[config.mk]
export PLATFORM = sky130hd
export DESIGN_NAME = con_term_if
export DESIGN_NICKNAME = d
export VERILOG_FILES = /design/src/rtl/con_term_pkg.sv /design/src/rtl/con_term_ctrl.sv /design/src/rtl/con_term_dp.sv /design/src/rtl/con_term_if.sv
export SDC_FILE = /design/constraint.sdc
export NUM_CORES = 1
export LEC_CHECK = 0
export ABC_AREA = 1
export BUFFER_PORTS_ARGS = -buffer_cell sky130_fd_sc_hd__buf_2
export CAP_MARGIN = 20
export CORE_ASPECT_RATIO = 0.7
export CORE_UTILIZATION = 42
export CTS_CLUSTER_SIZE = 40
export DETAILED_ROUTE_END_ITERATION = 7
export MAX_ROUTING_LAYER = met4
export PLACE_DENSITY = 0.79
export SYNTH_ARGS = -nofsm -noshare
export SYNTH_HDL_FRONTEND = slang
export SYNTH_SLANG_ARGS = --single-unit
[constraint.sdc]
create_clock -name clk -period 1.41 [get_ports clk]
set_clock_uncertainty 0.05 [all_clocks]
set_input_delay 0.282 -clock clk [delete_from_list [all_inputs] [get_ports clk]]
set_output_delay 0.282 -clock clk [all_outputs]
set_load 0.005 [all_outputs]
[src/rtl/con_term_pkg.sv]
package con_term_pkg;

  localparam int CHAR_W = 8;
  localparam int FN_CLR_IN  = 0;
  localparam int FN_CLR_OUT = 1;

  typedef enum logic [1:0] {
    MODE_KSR   = 2'd0,
    MODE_7BIT  = 2'd1,
    MODE_8BIT  = 2'd2,
    MODE_8BITB = 2'd3
  } charMode_t;

  typedef struct packed {
    logic loadIn;
    logic zeroIn;
    logic loadOut;
    logic loadMode;
  } dpStrobe_t;

  function automatic logic [CHAR_W-1:0] convChar(input logic [CHAR_W-1:0] c,
                                                 input charMode_t m);
    logic [CHAR_W-1:0] r;
    r = c;
    if (m == MODE_KSR || m == MODE_7BIT) r[CHAR_W-1] = 1'b0;
    if (m == MODE_KSR && r >= 8'h61 && r <= 8'h7A) r = r - 8'h20;
    return r;
  endfunction

endpackage

[src/rtl/con_term_ctrl.sv]
module con_term_ctrl
  import con_term_pkg::*;
(
  input  logic       clk,
  input  logic       rstN,
  input  logic       rxValid,
  input  logic       rxBreak,
  input  logic       cpuWrite,
  input  logic       modeWr,
  input  logic       fnOut,
  input  logic [1:0] fnBits,
  input  logic [1:0] senseSel,
  input  logic [1:0] intEnable,
  input  logic       txReady,
  output logic       txValid,
  output logic       senseFlag,
  output logic       irq,
  output dpStrobe_t  strobe
);

  localparam int NUM_DIR = 2;

  logic inRdy;
  logic outRdy;
  logic txPending;
  logic [NUM_DIR-1:0] readyVec;
  logic [NUM_DIR-1:0] senseHit;
  logic [NUM_DIR-1:0] reqVec;

  always_ff @(posedge clk) begin
    if (!rstN) begin
      inRdy     <= 1'b0;
      outRdy    <= 1'b1;
      txPending <= 1'b0;
    end else begin
      if (rxValid)
        inRdy <= 1'b1;
      else if (fnOut && fnBits[FN_CLR_IN])
        inRdy <= 1'b0;

      if (cpuWrite) begin
        outRdy    <= 1'b0;
        txPending <= 1'b1;
      end else if (txPending && txReady) begin
        txPending <= 1'b0;
        outRdy    <= 1'b1;
      end else if (fnOut && fnBits[FN_CLR_OUT]) begin
        outRdy <= 1'b0;
      end
    end
  end

  assign readyVec = {outRdy, inRdy};

  for (genvar d = 0; d < NUM_DIR; d++) begin : g_dir
    assign senseHit[d] = readyVec[d] & senseSel[d];
    assign reqVec[d]   = readyVec[d] & intEnable[d];
  end

  assign senseFlag = |senseHit;
  assign irq       = |reqVec;
  assign txValid   = txPending;

  always_comb begin
    strobe          = '0;
    strobe.loadIn   = rxValid;
    strobe.zeroIn   = rxValid & rxBreak;
    strobe.loadOut  = cpuWrite;
    strobe.loadMode = modeWr;
  end

  AST_TX_HOLD: assert property (@(posedge clk) disable iff (!rstN)
    (txValid && !txReady && !cpuWrite) |=> (txValid && !outRdy));
  AST_TX_DONE: assert property (@(posedge clk) disable iff (!rstN)
    (txValid && txReady && !cpuWrite) |=> (!txValid && outRdy));
  AST_PEND_EXCL: assert property (@(posedge clk) disable iff (!rstN)
    !(txValid && outRdy));
  AST_WRITE_CLEARS: assert property (@(posedge clk) disable iff (!rstN)
    cpuWrite |=> (!outRdy && txValid));
  AST_RX_SETS: assert property (@(posedge clk) disable iff (!rstN)
    rxValid |=> inRdy);
  AST_FN_CLR_IN: assert property (@(posedge clk) disable iff (!rstN)
    (fnOut && fnBits[FN_CLR_IN] && !rxValid) |=> !inRdy);

endmodule

[src/rtl/con_term_dp.sv]
module con_term_dp
  import con_term_pkg::*;
#(
  parameter int CPU_W = 16
) (
  input  logic              clk,
  input  logic              rstN,
  input  dpStrobe_t         strobe,
  input  logic [CHAR_W-1:0] rxData,
  input  logic [CPU_W-1:0]  wrData,
  input  logic [1:0]        modeVal,
  output logic [CPU_W-1:0]  rdData,
  output logic [CHAR_W-1:0] txData
);

  logic [CHAR_W-1:0] inBuf;
  logic [CHAR_W-1:0] outBuf;
  charMode_t         modeReg;
  logic              unusedWrHi;

  assign unusedWrHi = ^wrData[CPU_W-1:CHAR_W];

  always_ff @(posedge clk) begin
    if (!rstN) begin
      inBuf   <= '0;
      outBuf  <= '0;
      modeReg <= MODE_KSR;
    end else begin
      if (strobe.loadIn)
        inBuf <= strobe.zeroIn ? '0 : convChar(rxData, modeReg);
      if (strobe.loadOut)
        outBuf <= wrData[CHAR_W-1:0];
      if (strobe.loadMode)
        modeReg <= charMode_t'(modeVal);
    end
  end

  assign rdData = {{(CPU_W-CHAR_W){1'b0}}, inBuf};
  assign txData = convChar(outBuf, modeReg);

  AST_BREAK_ZERO: assert property (@(posedge clk) disable iff (!rstN)
    (strobe.loadIn && strobe.zeroIn) |=> (inBuf == '0));
  AST_WRITE_LOW: assert property (@(posedge clk) disable iff (!rstN)
    strobe.loadOut |=> (outBuf == $past(wrData[CHAR_W-1:0])));
  AST_RD_HIGH_ZERO: assert property (@(posedge clk) disable iff (!rstN)
    rdData[CPU_W-1:CHAR_W] == '0);
  AST_SEVEN_BIT: assert property (@(posedge clk) disable iff (!rstN)
    (modeReg != MODE_8BIT && modeReg != MODE_8BITB) |-> !txData[CHAR_W-1]);

endmodule

[src/rtl/con_term_if.sv]
module con_term_if
  import con_term_pkg::*;
#(
  parameter int CPU_W = 16
) (
  input  logic             clk,
  input  logic             rstN,
  input  logic             rxValid,
  input  logic [7:0]       rxData,
  input  logic             rxBreak,
  output logic             txValid,
  output logic [7:0]       txData,
  input  logic             txReady,
  input  logic             cpuWrite,
  input  logic [CPU_W-1:0] wrData,
  output logic [CPU_W-1:0] rdData,
  input  logic             fnOut,
  input  logic [1:0]       fnBits,
  input  logic [1:0]       senseSel,
  output logic             senseFlag,
  input  logic             modeWr,
  input  logic [1:0]       modeVal,
  input  logic [1:0]       intEnable,
  output logic             irq
);

  dpStrobe_t strobe;

  con_term_ctrl i_ctrl (
    .clk       (clk),
    .rstN      (rstN),
    .rxValid   (rxValid),
    .rxBreak   (rxBreak),
    .cpuWrite  (cpuWrite),
    .modeWr    (modeWr),
    .fnOut     (fnOut),
    .fnBits    (fnBits),
    .senseSel  (senseSel),
    .intEnable (intEnable),
    .txReady   (txReady),
    .txValid   (txValid),
    .senseFlag (senseFlag),
    .irq       (irq),
    .strobe    (strobe)
  );

  con_term_dp #(.CPU_W(CPU_W)) i_dp (
    .clk     (clk),
    .rstN    (rstN),
    .strobe  (strobe),
    .rxData  (rxData),
    .wrData  (wrData),
    .modeVal (modeVal),
    .rdData  (rdData),
    .txData  (txData)
  );

endmodule

==> results of run 1 <==
how the worst min path moves through the flow:
| stage | startpoint | cells past startpoint | endpoint | slack (ns) |
|---|---|---|---|---|
| 5_1_grt | wrData[7] | 3 | i_dp.outBuf[7] | 0.22 |
| 6_report | wrData[4] | 3 | i_dp.outBuf[4] | 0.19 |
| 4_1_cts | wrData[4] | 3 | i_dp.outBuf[4] | 0.19 |
| 3_3_place_gp | i_dp.inBuf[3] | 2 | i_dp.inBuf[3] | 0.40 |
| 3_5_place_dp | i_dp.inBuf[4] | 2 | i_dp.inBuf[4] | 0.41 |
| 2_1_floorplan | wrData[0] | 2 | i_dp.outBuf[0] | 0.37 |
metal layers:
metal  global-route usage, %  vias up
met5                       -        -
met4                    4.55        0
met3                    4.04        2
met2                    30.4       34
met1                    21.0      471
li1                        -      565
worst min-delay path, stage by stage:
cell    delay [ns]
buf_2         0.07
nor2_1        0.03
nor2_1        0.08
flip-flops by register name, indices dropped and copies added, names as in the netlist:
register / flops
i_dp.modeReg: 2
i_ctrl.outRdy: 1
i_dp.outBuf: 8
i_ctrl.txValid: 1
i_ctrl.inRdy: 1
i_dp.inBuf: 8
layout by cell type (no fill, tap or decap), types with 3 or more instances in the layout:
master    netlist  layout
buf_2           3      50
nand2_1        28      28
nor2_1         15      15
a21oi_1        15      14
dfxtp_1        21      13
inv_1          11      10
conb_1          1       8
dfxtp_2         0       8
o21ai_0         7       7
inv_2           5       6
buf_4          13       6
o21ai_1         5       5
nand3_1         4       4
nand3_2         3       3
nand2_2         3       3
clkbuf_8        0       3
final cells by class:
type	count	area (um2)	area share, %
clock buffer	3	41.3	2.89
clock inverter	1	5.00	0.350
inverter	17	68.8	4.81
multi-input combinational	102	547	38.2
sequential	21	430	30.1
tap	34	42.5	2.97
timing repair buffer	56	295	20.6
stage by stage:
step	TNS (ns)	power [W]	hold slack (ns)	worst slack, ns
final	-0.569	0.00129	0.194	-0.205
after global routing	-0.943	0.00137	0.220	-0.339
after CTS	-0.530	0.00130	0.190	-0.190
after detailed placement	0	0.000895	0.407	0.0584
after global placement	0	0.000891	0.402	0.0623
after floorplan	0	0.000822	0.367	0.235
kinds of logic after synthesis:
family | share of synthesized area (%)
and+or+nand+nor | 27.1
buffers and inverters | 16.4
AOI/OAI and AO/OA | 15.9
DFF | 38.0
adders and majority gates | 2.26
other | 0.339
where the power goes:
part	total, W	switching (W)	internal, W	leakage, nW
Clock	0.000381	0.000184	0.000196	0.0255
Combinational	0.000250	0.000131	0.000119	0.537
Sequential	0.000656	0.0000250	0.000631	0.176
what timing repair did:
item | in CTS | in global routing
pin swaps | 6 | 0
resized for setup | 11 | 1
setup buffers | 5 | 0
endpoints found under the setup margin | 3 | 3
==> summary.md, run 1 <==
| Metric | Value |
|---|---|
| Core ar. | `between 0.002 and 0.0025 mm2` |
| CTS buffer count | `3` |
| Drt initial violations | `13` |
| Antenna-violating nets left | `0` |
| Critical path arrival | `between 1 and 1.5 ns` |
| Most common cell in the synthesized netlist | `nand2_1` |
| DRC Markers | `0` |
| Post-placement cell count | `225` |
| Initial Util | `44.7%` |
| Worst Setup SP | `i_dp.outBuf[1]` |
| Clock buffer depth | `2` |
| Failing checks | `setup timing` |
| I/O pin count | `between 60 and 70` |
| Critical Path Start Type | `flip-flop` |
| Final Hold Vio Count | `0` |
| Fin util | `between 50% and 60%` |
| Top routing layer in use | `met4` |
| Layout cells sized above 1 | `44.0%` |
| Post-DP Area | `roughly 0.0013 mm2` |
| Final instance area | `about 0.0014 mm2` |
| Die extent in x | `between 60 and 70 um` |
| CP endpoint kind | `primary output` |
| Drt total wl | `approximately 2.2 mm` |
| Distinct cells, synth | `25` |
| Post-synth EDFFs | `0` |
| Crit. path cell count | `5` |
| Critical-path cell list | `a21oi_2 -> o211ai_1 -> nand2_1 -> o21ai_1 -> buf_2` |
| Post-synth top area share | `38.0%` |
| YS warnings | `0` |
| Synth Cell Area | `0.00111 mm2` |
| Fillers | `around 240` |
| Worst setup margin | `-0.205 ns` |
| Die H | `45.0 um` |
| Worst r2r src | `i_dp.modeReg[1]` |
| Worst vdd ir | `about 0.47 mV` |
| Synth Instances | `approximately 150` |
| Synth top cells by count | `nand2_1, dfxtp_1, a21oi_1, nor2_1, buf_4` |
| Buffers and inverters on the worst path | `1` |
| Worst R2R Setup Slack | `about 0.29 ns` |
| Vias in the first global route | `slightly above 900` |
| Avg WL per Cell | `about 9.4 um` |
| PwrDens | `approximately 900 mW/mm2` |
| Met2 WL | `about 960 um` |
| Non-filler cells, final | `234` |
| Worst setup path endpoint | `txData[6]` |
| Worst-path fanout max | `4` |
| Worst Path Required | `1.08 ns` |
| Row count | `15` |
| Met3 wire length | `roughly 120 um` |
| Met1 WL | `around 1.1 mm` |
| Async set-or-reset flop fraction in the synthesized netlist | `0%` |
| Port Buf Inserts | `50` |
| Slew Viols, Final | `0` |
| Hold/Removal Path Class | `input pin to flip-flop` |
| Post-DP HPWL | `between 1.5 and 2 mm` |
| Synth-to-Final Area Change | `29.2%` |
| Clk sinks | `21` |
| Max Cap Viol | `0` |
| Largest net degree at the start of global routing | `13` |
| # setup viols final | `3` |
| CP max stage cell | `dfxtp_2` |
| Status | `finished, violations left` |
| Final Cycle Share | `115%` |
| Fmax | `slightly above 600 MHz` |
| Critical Path Max Stage Delay | `approximately 0.36 ns` |
| DRT Pass-1 Iters | `4` |
| Vias | `~1100` |
| Worst path top cell family by delay | `compound AO/OA/AOI/OAI gates` |
| CTS tree | `done` |
| Synth Register Bits | `21` |
| Critical path type | `flip-flop to primary output` |
| Routability cong. | `about 0.84` |
| Skew-Pair Late Insertion Delay | `between 0.2 and 0.3 ns` |
| Root buf cell | `clkbuf_8` |
| Post-Syn Area per Cell | `7.43 um2` |
| H-tree lvl count | `1` |
| Gr usage total | `17.6%` |
| First-pass GRT wire length | `~3.8 mm` |
| Die area | `0.00285 mm2` |
| Via-to-Cell Ratio | `between 4 and 5` |
| Post-synth top area cell | `dfxtp_1` |
| LEAKAGE | `between 0.7 and 0.8 nW` |
| Post-synth top flop | `dfxtp_1` |
| # hold bufs at CTS | `0` |
| Share of the yosys chip area belonging to registers | `a little under two fifths` |
| Initial antenna violation count | `0` |
| Diode count | `0` |
| R2R depth | `8` |
| Clock slew at reported path FFs | `~0.070 ns` |
| Total Nets Final | `243` |
| R2R Path End | `i_dp.inBuf[7]` |
| Synth top area cells | `dfxtp_1, nand2_1, buf_4` |
| Clock period minus worst slack | `between 1.5 and 2 ns` |
| RSZ-0062 raised after global routing | `true` |
| GR Overflow Total | `0` |
Power figures use the tool's default switching activity.
==> run 2: changes to the inputs <==
CORE_MARGIN = 2   (was unset)
CORE_UTILIZATION = 44   (was 42)
CTS_BUF_LIST = sky130_fd_sc_hd__clkbuf_8   (was unset)
PLACE_DENSITY = 0.82   (was 0.79)
==> run 2 against run 1 <==
Net effect: the run still ends with setup timing left; core utilization up 1.4 points; via count rose by 0.28%; hold slack barely moved; first-iteration DRC count grew to 4.1 times the previous value; sequential share of layout area is 0.12 points higher; wire length increased by 1.2%; die area is 3.2% higher; non-clock buffer count increased by 1; highest routed layer unchanged; largest power group unchanged; critical endpoint unchanged; sequential cell count is the same; register-to-register slack worse by 0.04 ns; cell count grew 0.43%.
==> summary.md, run 2 (synthesis gave the netlist of run 1 again) <==
| Metric | Value |
|---|---|
| Status | `finished, violations left` |
| Failing checks | `setup timing` |
| I/O pin count | `67` |
| Die H | `46.0 um` |
| Initial Util | `45.7%` |
| Commonest cells after routing, fill and taps aside | `buf_2, nand2_1, nor2_1` |
| Root buf cell | `clkbuf_8` |
| CP endpoint kind | `primary output` |
| Max Cap Viol | `0` |
| Worst Path Required | `1.08 ns` |
| RSZ-0062 raised after global routing | `true` |
| Hold/Removal Path Class | `input pin to flip-flop` |
| PwrDens | `just under 900 mW/mm2` |
| Total Nets Final | `around 240` |
| Port Buf Inserts | `50` |
| Drt initial violations | `53` |
| Met3 wire length | `about 190 um` |
| Met1 WL | `between 1 and 1.5 mm` |
| Diode count | `0` |
| Final Cycle Share | `116%` |
| Critical-path cell list | `inv_2 -> nand2_4 -> nor3_2 -> o211ai_1 -> o21ai_1 -> buf_2` |
| Critical path arrival | `about 1.3 ns` |
| R2R depth | `8` |
| Clk sinks | `21` |
| Synth-to-Final Area Change | `29.4%` |
| Worst setup margin | `-0.229 ns` |
| Worst vdd ir | `0.496 mV` |
| Die extent in x | `64.0 um` |
| Clock buffer depth | `2` |
| Vias | `between 1000 and 1500` |
| # setup viols final | `3` |
| Post-DP HPWL | `~1.8 mm` |
| GR Overflow Total | `0` |
| First-pass GRT wire length | `between 3 and 4 mm` |
| LEAKAGE | `around 0.74 nW` |
| Core ar. | `between 0.002 and 0.0025 mm2` |
| Via-to-Cell Ratio | `4.57` |
| DP Worst Slack | `approximately 0.0097 ns` |
| Critical Path Start Type | `flip-flop` |
| Met2 WL | `around 940 um` |
| Final Hold Vio Count | `0` |
| CP max stage cell | `dfxtp_2` |
| Vias in the first global route | `823` |
| Antenna-violating nets left | `0` |
| Fmax | `610 MHz` |
| Top routing layer in use | `met4` |
| Critical path type | `flip-flop to primary output` |
| Layout cells sized above 1 | `43.3%` |
| Initial antenna violation count | `0` |
| Hold Crit Depth | `3` |
| Commonest non-fill, non-tap cell in the layout | `buf_2` |
| Clock period minus worst slack | `between 1.5 and 2 ns` |
| H-tree lvl count | `1` |
| Critical Path Max Stage Delay | `about 0.33 ns` |
| Drt total wl | `roughly 2.2 mm` |
| DRC Markers | `0` |
| Avg WL per Cell | `approximately 9.5 um` |
| Die area | `just under 0.003 mm2` |
| CTS tree | `done` |
| DRT Pass-1 Iters | `4` |
| Skew-Pair Late Insertion Delay | `0.26 ns` |
| Biggest regs | `i_dp.inBuf: 8 flops, i_dp.outBuf: 8 flops, i_dp.modeReg: 2 flops` |
| Largest net degree at the start of global routing | `13` |
| # hold bufs at CTS | `0` |
| Worst-path fanout max | `4` |
| Routability cong. | `0.743` |
| Final TNS setup | `-0.595 ns` |
| Gr usage total | `between 10% and 20%` |
| CTS buffer count | `3` |
| Slew Viols, Final | `0` |
| Clock slew at reported path FFs | `about 0.070 ns` |
| Row count | `15` |
-- run 2: layout make-up --
| class | instances | area, um2 |
|---|---|---|
| fillers | 249 | 988 |
| flip-flops and latches | 21 | 433 |
| multi-input cells | 102 | 541 |
| well taps | 34 | 42.5 |
| clock buffers | 3 | 41.3 |
| repair buffers | 57 | 303 |
| inverters | 17 | 68.8 |
| clock inverters | 1 | 3.75 |
-- run 2: layer usage --
layer | vias to the layer above | track usage, %
met5 | - | -
met4 | 0 | 3.91
met3 | 2 | 5.20
met2 | 44 | 24.8
met1 | 460 | 19.9
li1 | 569 | -
-- run 2: what timing repair did --
| item | in CTS | in global routing |
|---|---|---|
| endpoints found under the setup margin | 3 | 3 |
| resized for setup | 9 | 2 |
| pin swaps | 4 | 4 |
| endpoints found under the hold margin | 0 | 0 |
| setup buffers | 4 | 1 |
-- run 2: path summary, 6_finish.rpt --
path / startpoint / to / slack (ns)
setup reg to reg: i_dp.modeReg[1] / i_dp.inBuf[7] / 0.25
hold / removal: wrData[0] / i_dp.outBuf[0] / 0.19
hold reg to reg: i_dp.inBuf[2] / i_dp.inBuf[2] / 0.41
setup / recovery: i_dp.modeReg[1] / txData[6] / -0.23
-- run 2: critical path: cells and delay by family, from the launching register on --
family / cells / cell delay (ns)
flops: 1 / 0.33
compound gates: 2 / 0.36
buf+inv: 2 / 0.20
simple gates: 2 / 0.16
-- run 2: stage by stage --
| step | hold slack, ns | utilization (%) | power, W | cell area [um2] | instances |
|---|---|---|---|---|---|
| 2_1_floorplan | 0.367 | - | 0.000822 | 1130 | 156 |
| 3_5_place_dp | 0.406 | 54.9 | 0.000898 | 1330 | 226 |
| 5_1_grt | 0.197 | 59.2 | 0.00136 | 1430 | 235 |
| 3_3_place_gp | 0.404 | 54.9 | 0.000893 | 1330 | 226 |
| 6_report | 0.193 | 59.2 | 0.00128 | 1430 | 235 |
| 4_1_cts | 0.192 | 58.6 | 0.00129 | 1420 | 234 |
-- run 2: report_power, final --
part	internal, W	total, W	switching, W	leakage [nW]
combinational	0.000120	0.000249	0.000129	0.536
clock	0.000194	0.000373	0.000180	0.0269
sequential	0.000630	0.000656	0.0000250	0.176
==> run 3: changes to the inputs <==
ABC_AREA = unset   (was 1)
GPL_TIMING_DRIVEN = 0   (was unset)
HOLD_SLACK_MARGIN = 0.1   (was unset)
PLACE_DENSITY = 0.83   (was 0.82)
==> run 3 against run 2 <==
Net effect: the flow still finishes with violations (setup timing); highest routed layer unchanged; combinational power up 6%; maximum frequency down 3.3%; first-iteration DRC count down 36%; die area down 2.5%; design area up 4.9%; sequential share of layout area down 1.7 points.
==> summary.md, run 3 <==
| Metric | Value |
|---|---|
| DRT Pass-1 Iters | `6` |
| Synth Instances | `between 100 and 150` |
| Critical path arrival | `around 1.4 ns` |
| Fin util | `67.5%` |
| Worst-path fanout max | `4` |
| Vias | `~1100` |
| Post-DP Area | `roughly 0.0014 mm2` |
| Drt initial violations | `34` |
| LEAKAGE | `0.779 nW` |
| Worst vdd ir | `0.567 mV` |
| Comb pwr share | `between 20% and 30%` |
| Sequential power share | `between 50 and 60%` |
| Synth Cell Area | `between 0.001 and 0.0015 mm2` |
| H-tree lvl count | `1` |
| Commonest non-fill, non-tap cell in the layout | `buf_2` |
| # setup viols final | `3` |
| Sw frac | `26.3%` |
| Critical Path Start Type | `flip-flop` |
| Largest net degree at the start of global routing | `13` |
| Status | `finished, violations left` |
| RSZ-0062 raised after global routing | `true` |
| Die area | `roughly 0.0029 mm2` |
| Hold Startpoint | `modeVal[1]` |
| GR Overflow Total | `0` |
| Initial Util | `between 40% and 50%` |
| Share of the yosys chip area belonging to registers | `approximately two fifths` |
| Gr usage total | `between 20% and 30%` |
| Post-synth top area cell | `dfxtp_1` |
| YS warnings | `0` |
| Fmax | `around 590 MHz` |
| Sw Pwr | `0.000344 W` |
| Synth top cells by count | `dfxtp_1, nor2_1, buf_4` |
| Clk pwr share | `~29%` |
| Worst Path Required | `about 1.1 ns` |
| Final Hold Vio Count | `0` |
| Clk sinks | `21` |
| R2R Path End | `i_dp.inBuf[6]` |
| Most common cell in the synthesized netlist | `dfxtp_1` |
| First-pass GRT wire length | `about 4.5 mm` |
| Post-DP HPWL | `~2 mm` |
| Buffers and inverters on the worst path | `1` |
| Post-Syn Area per Cell | `approximately 8.5 um2` |
| DRC Markers | `0` |
| Clock period minus worst slack | `about 1.7 ns` |
| Core ar. | `around 0.0022 mm2` |
| Biggest regs | `i_dp.inBuf: 8 flops, i_dp.outBuf: 8 flops, i_dp.modeReg: 2 flops` |
| Worst R2R Setup Slack | `about 0.27 ns` |
| Row count | `14` |
| CP endpoint kind | `primary output` |
| Max Cap Viol | `0` |
| Antenna-violating nets left | `0` |
| Worst path top cell family by delay | `compound AO/OA/AOI/OAI gates` |
| Vias in the first global route | `between 1000 and 1500` |
| Hold Crit Depth | `3` |
| Clock buffer depth | `2` |
| Critical Path Max Stage Delay | `between 0.3 and 0.4 ns` |
| Total Nets Final | `230` |
| Critical-path cell list | `nor3_4 -> a2bb2oi_2 -> a41oi_1 -> buf_2` |
| Skew-Pair Late Insertion Delay | `roughly 0.26 ns` |
| Clock slew at reported path FFs | `0.07 ns` |
| Slew Viols, Final | `0` |
| Die H | `45.4 um` |
| Drt total wl | `between 2 and 3 mm` |
| PwrDens | `approximately 870 mW/mm2` |
| Hold/Removal Path Class | `input pin to flip-flop` |
| Synth Register Bits | `21` |
| Critical path type | `flip-flop to primary output` |
| Commonest cells after routing, fill and taps aside | `buf_2, nor2_1, buf_4, dfxtp_1, mux2i_1` |
| Worst setup margin | `-0.285 ns` |
| CTS tree | `done` |
| Final instance area | `between 0.0015 and 0.002 mm2` |
| CP max stage cell | `dfxtp_2` |
| Diode count | `0` |
| Final Cycle Share | `120%` |
| Avg WL per Cell | `between 10 and 15 um` |
| Post-synth EDFFs | `0` |
| Layout cells sized above 1 | `44.9%` |
| P_int | `roughly 0.00096 W` |
| Async set-or-reset flop fraction in the synthesized netlist | `0%` |
| Port Buf Inserts | `49` |
| Fillers | `roughly 190` |
| I/O pin count | `between 60 and 70` |
| Post-synth top flop | `dfxtp_1` |
| Die extent in x | `between 60 and 70 um` |
| R2R depth | `3` |
| CTS buffer count | `3` |
| Worst r2r src | `i_dp.modeReg[1]` |
| Initial antenna violation count | `0` |
| Distinct cells, synth | `32` |
| # hold bufs at CTS | `0` |
| Root buf cell | `clkbuf_8` |
| Routability cong. | `approximately 0.83` |
| Worst hold endpoint | `i_dp.modeReg[1]` |
| Post-synth top area share | `roughly two fifths` |
| Failing checks | `setup timing` |
| Via-to-Cell Ratio | `approximately 5` |
| Synth-to-Final Area Change | `39.5%` |
| Synth top area cells | `dfxtp_1, mux2i_1, buf_4` |
## run 3: cell types whose count changed in the layout (fill, tap and decap cells not counted), moves of 4 or more
cell,before,now
o21ai_1,5,0
nand2_1,28,9
mux2i_1,0,10
nand3_1,4,0
o22ai_1,0,5
o21ai_0,7,2
and2_1,0,5
buf_4,7,14
inv_2,5,1
a21oi_1,14,6
## run 3: per-stage QoR
stage          std cells  total power [W]  TNS, ns  setup slack (ns)  hold slack, ns
2_1_floorplan        133         0.000798        0             0.113           0.379
6_report             219          0.00131   -0.706            -0.285           0.208
3_5_place_dp         214         0.000902   -0.396           -0.0762           0.451
3_3_place_gp         214         0.000890  -0.0717           -0.0385           0.430
5_1_grt              219          0.00137   -0.838            -0.309           0.217
4_1_cts              219          0.00130   -0.533            -0.200           0.206
## run 3: cell families (layout without fill, tap and decap cells)
logic type | after synthesis | after routing | synth area share [%]
adders and majority gates | 2 | 2 | 2.32
other | 1 | 8 | 0.348
DFF | 21 | 21 | 39.0
buffers and inverters | 28 | 82 | 14.4
and+or+nand+nor | 38 | 38 | 17.5
AOI/OAI and AO/OA | 26 | 26 | 17.1
muxes | 10 | 10 | 9.29
## run 3: final cells by class
type | instances | area, um2 | share of cell area, %
Tap cell | 32 | 40.0 | 2.66
Multi-Input combinational cell | 84 | 577 | 38.4
Inverter | 11 | 43.8 | 2.91
Clock inverter | 1 | 5.00 | 0.333
Timing Repair Buffer | 50 | 253 | 16.8
Sequential cell | 21 | 429 | 28.6
Buffer | 17 | 114 | 7.58
Clock buffer | 3 | 41.3 | 2.75
## run 3: how the worst max path moves through the flow
stage	start	to	slack, ns	cells after the start
CTS	i_dp.outBuf[5]	txData[7]	-0.20	5
global route	i_dp.outBuf[0]	txData[6]	-0.31	4
global placement	rxData[4]	i_dp.inBuf[7]	-0.04	4
detailed placement	rxData[4]	i_dp.inBuf[6]	-0.08	4
finish	i_dp.outBuf[0]	txData[6]	-0.29	4
floorplan	rxData[4]	i_dp.inBuf[7]	0.11	3
## run 3: power groups by stage
stage	sequential, W	combinational, W	clock (W)
detailed placement	0.000663	0.000240	0
CTS	0.000655	0.000259	0.000390
floorplan	0.000658	0.000140	0
global route	0.000662	0.000294	0.000418
finish	0.000659	0.000264	0.000385
global placement	0.000660	0.000230	0
## run 3: layer usage
metal | share of wire (%) | vias up | track usage (%)
met5 | 0 | - | -
met4 | 0.83 | 0 | 7.56
met3 | 6.1 | 2 | 4.95
met2 | 51 | 39 | 38.7
met1 | 43 | 508 | 22.4
li1 | - | 536 | -
## run 3: what timing repair did
action,4_1_cts,5_1_grt
resized for setup,15,3
endpoints found under the hold margin,0,0
setup buffers,1,0
setup endpoints to repair,3,3
pin swaps,4,0
## run 3: worst reg2reg max path, cell delays in order (launching register included)
cell,delay (ns)
dfxtp_2,0.37
nor2_1,0.28
and4b_1,0.26
a211oi_2,0.07
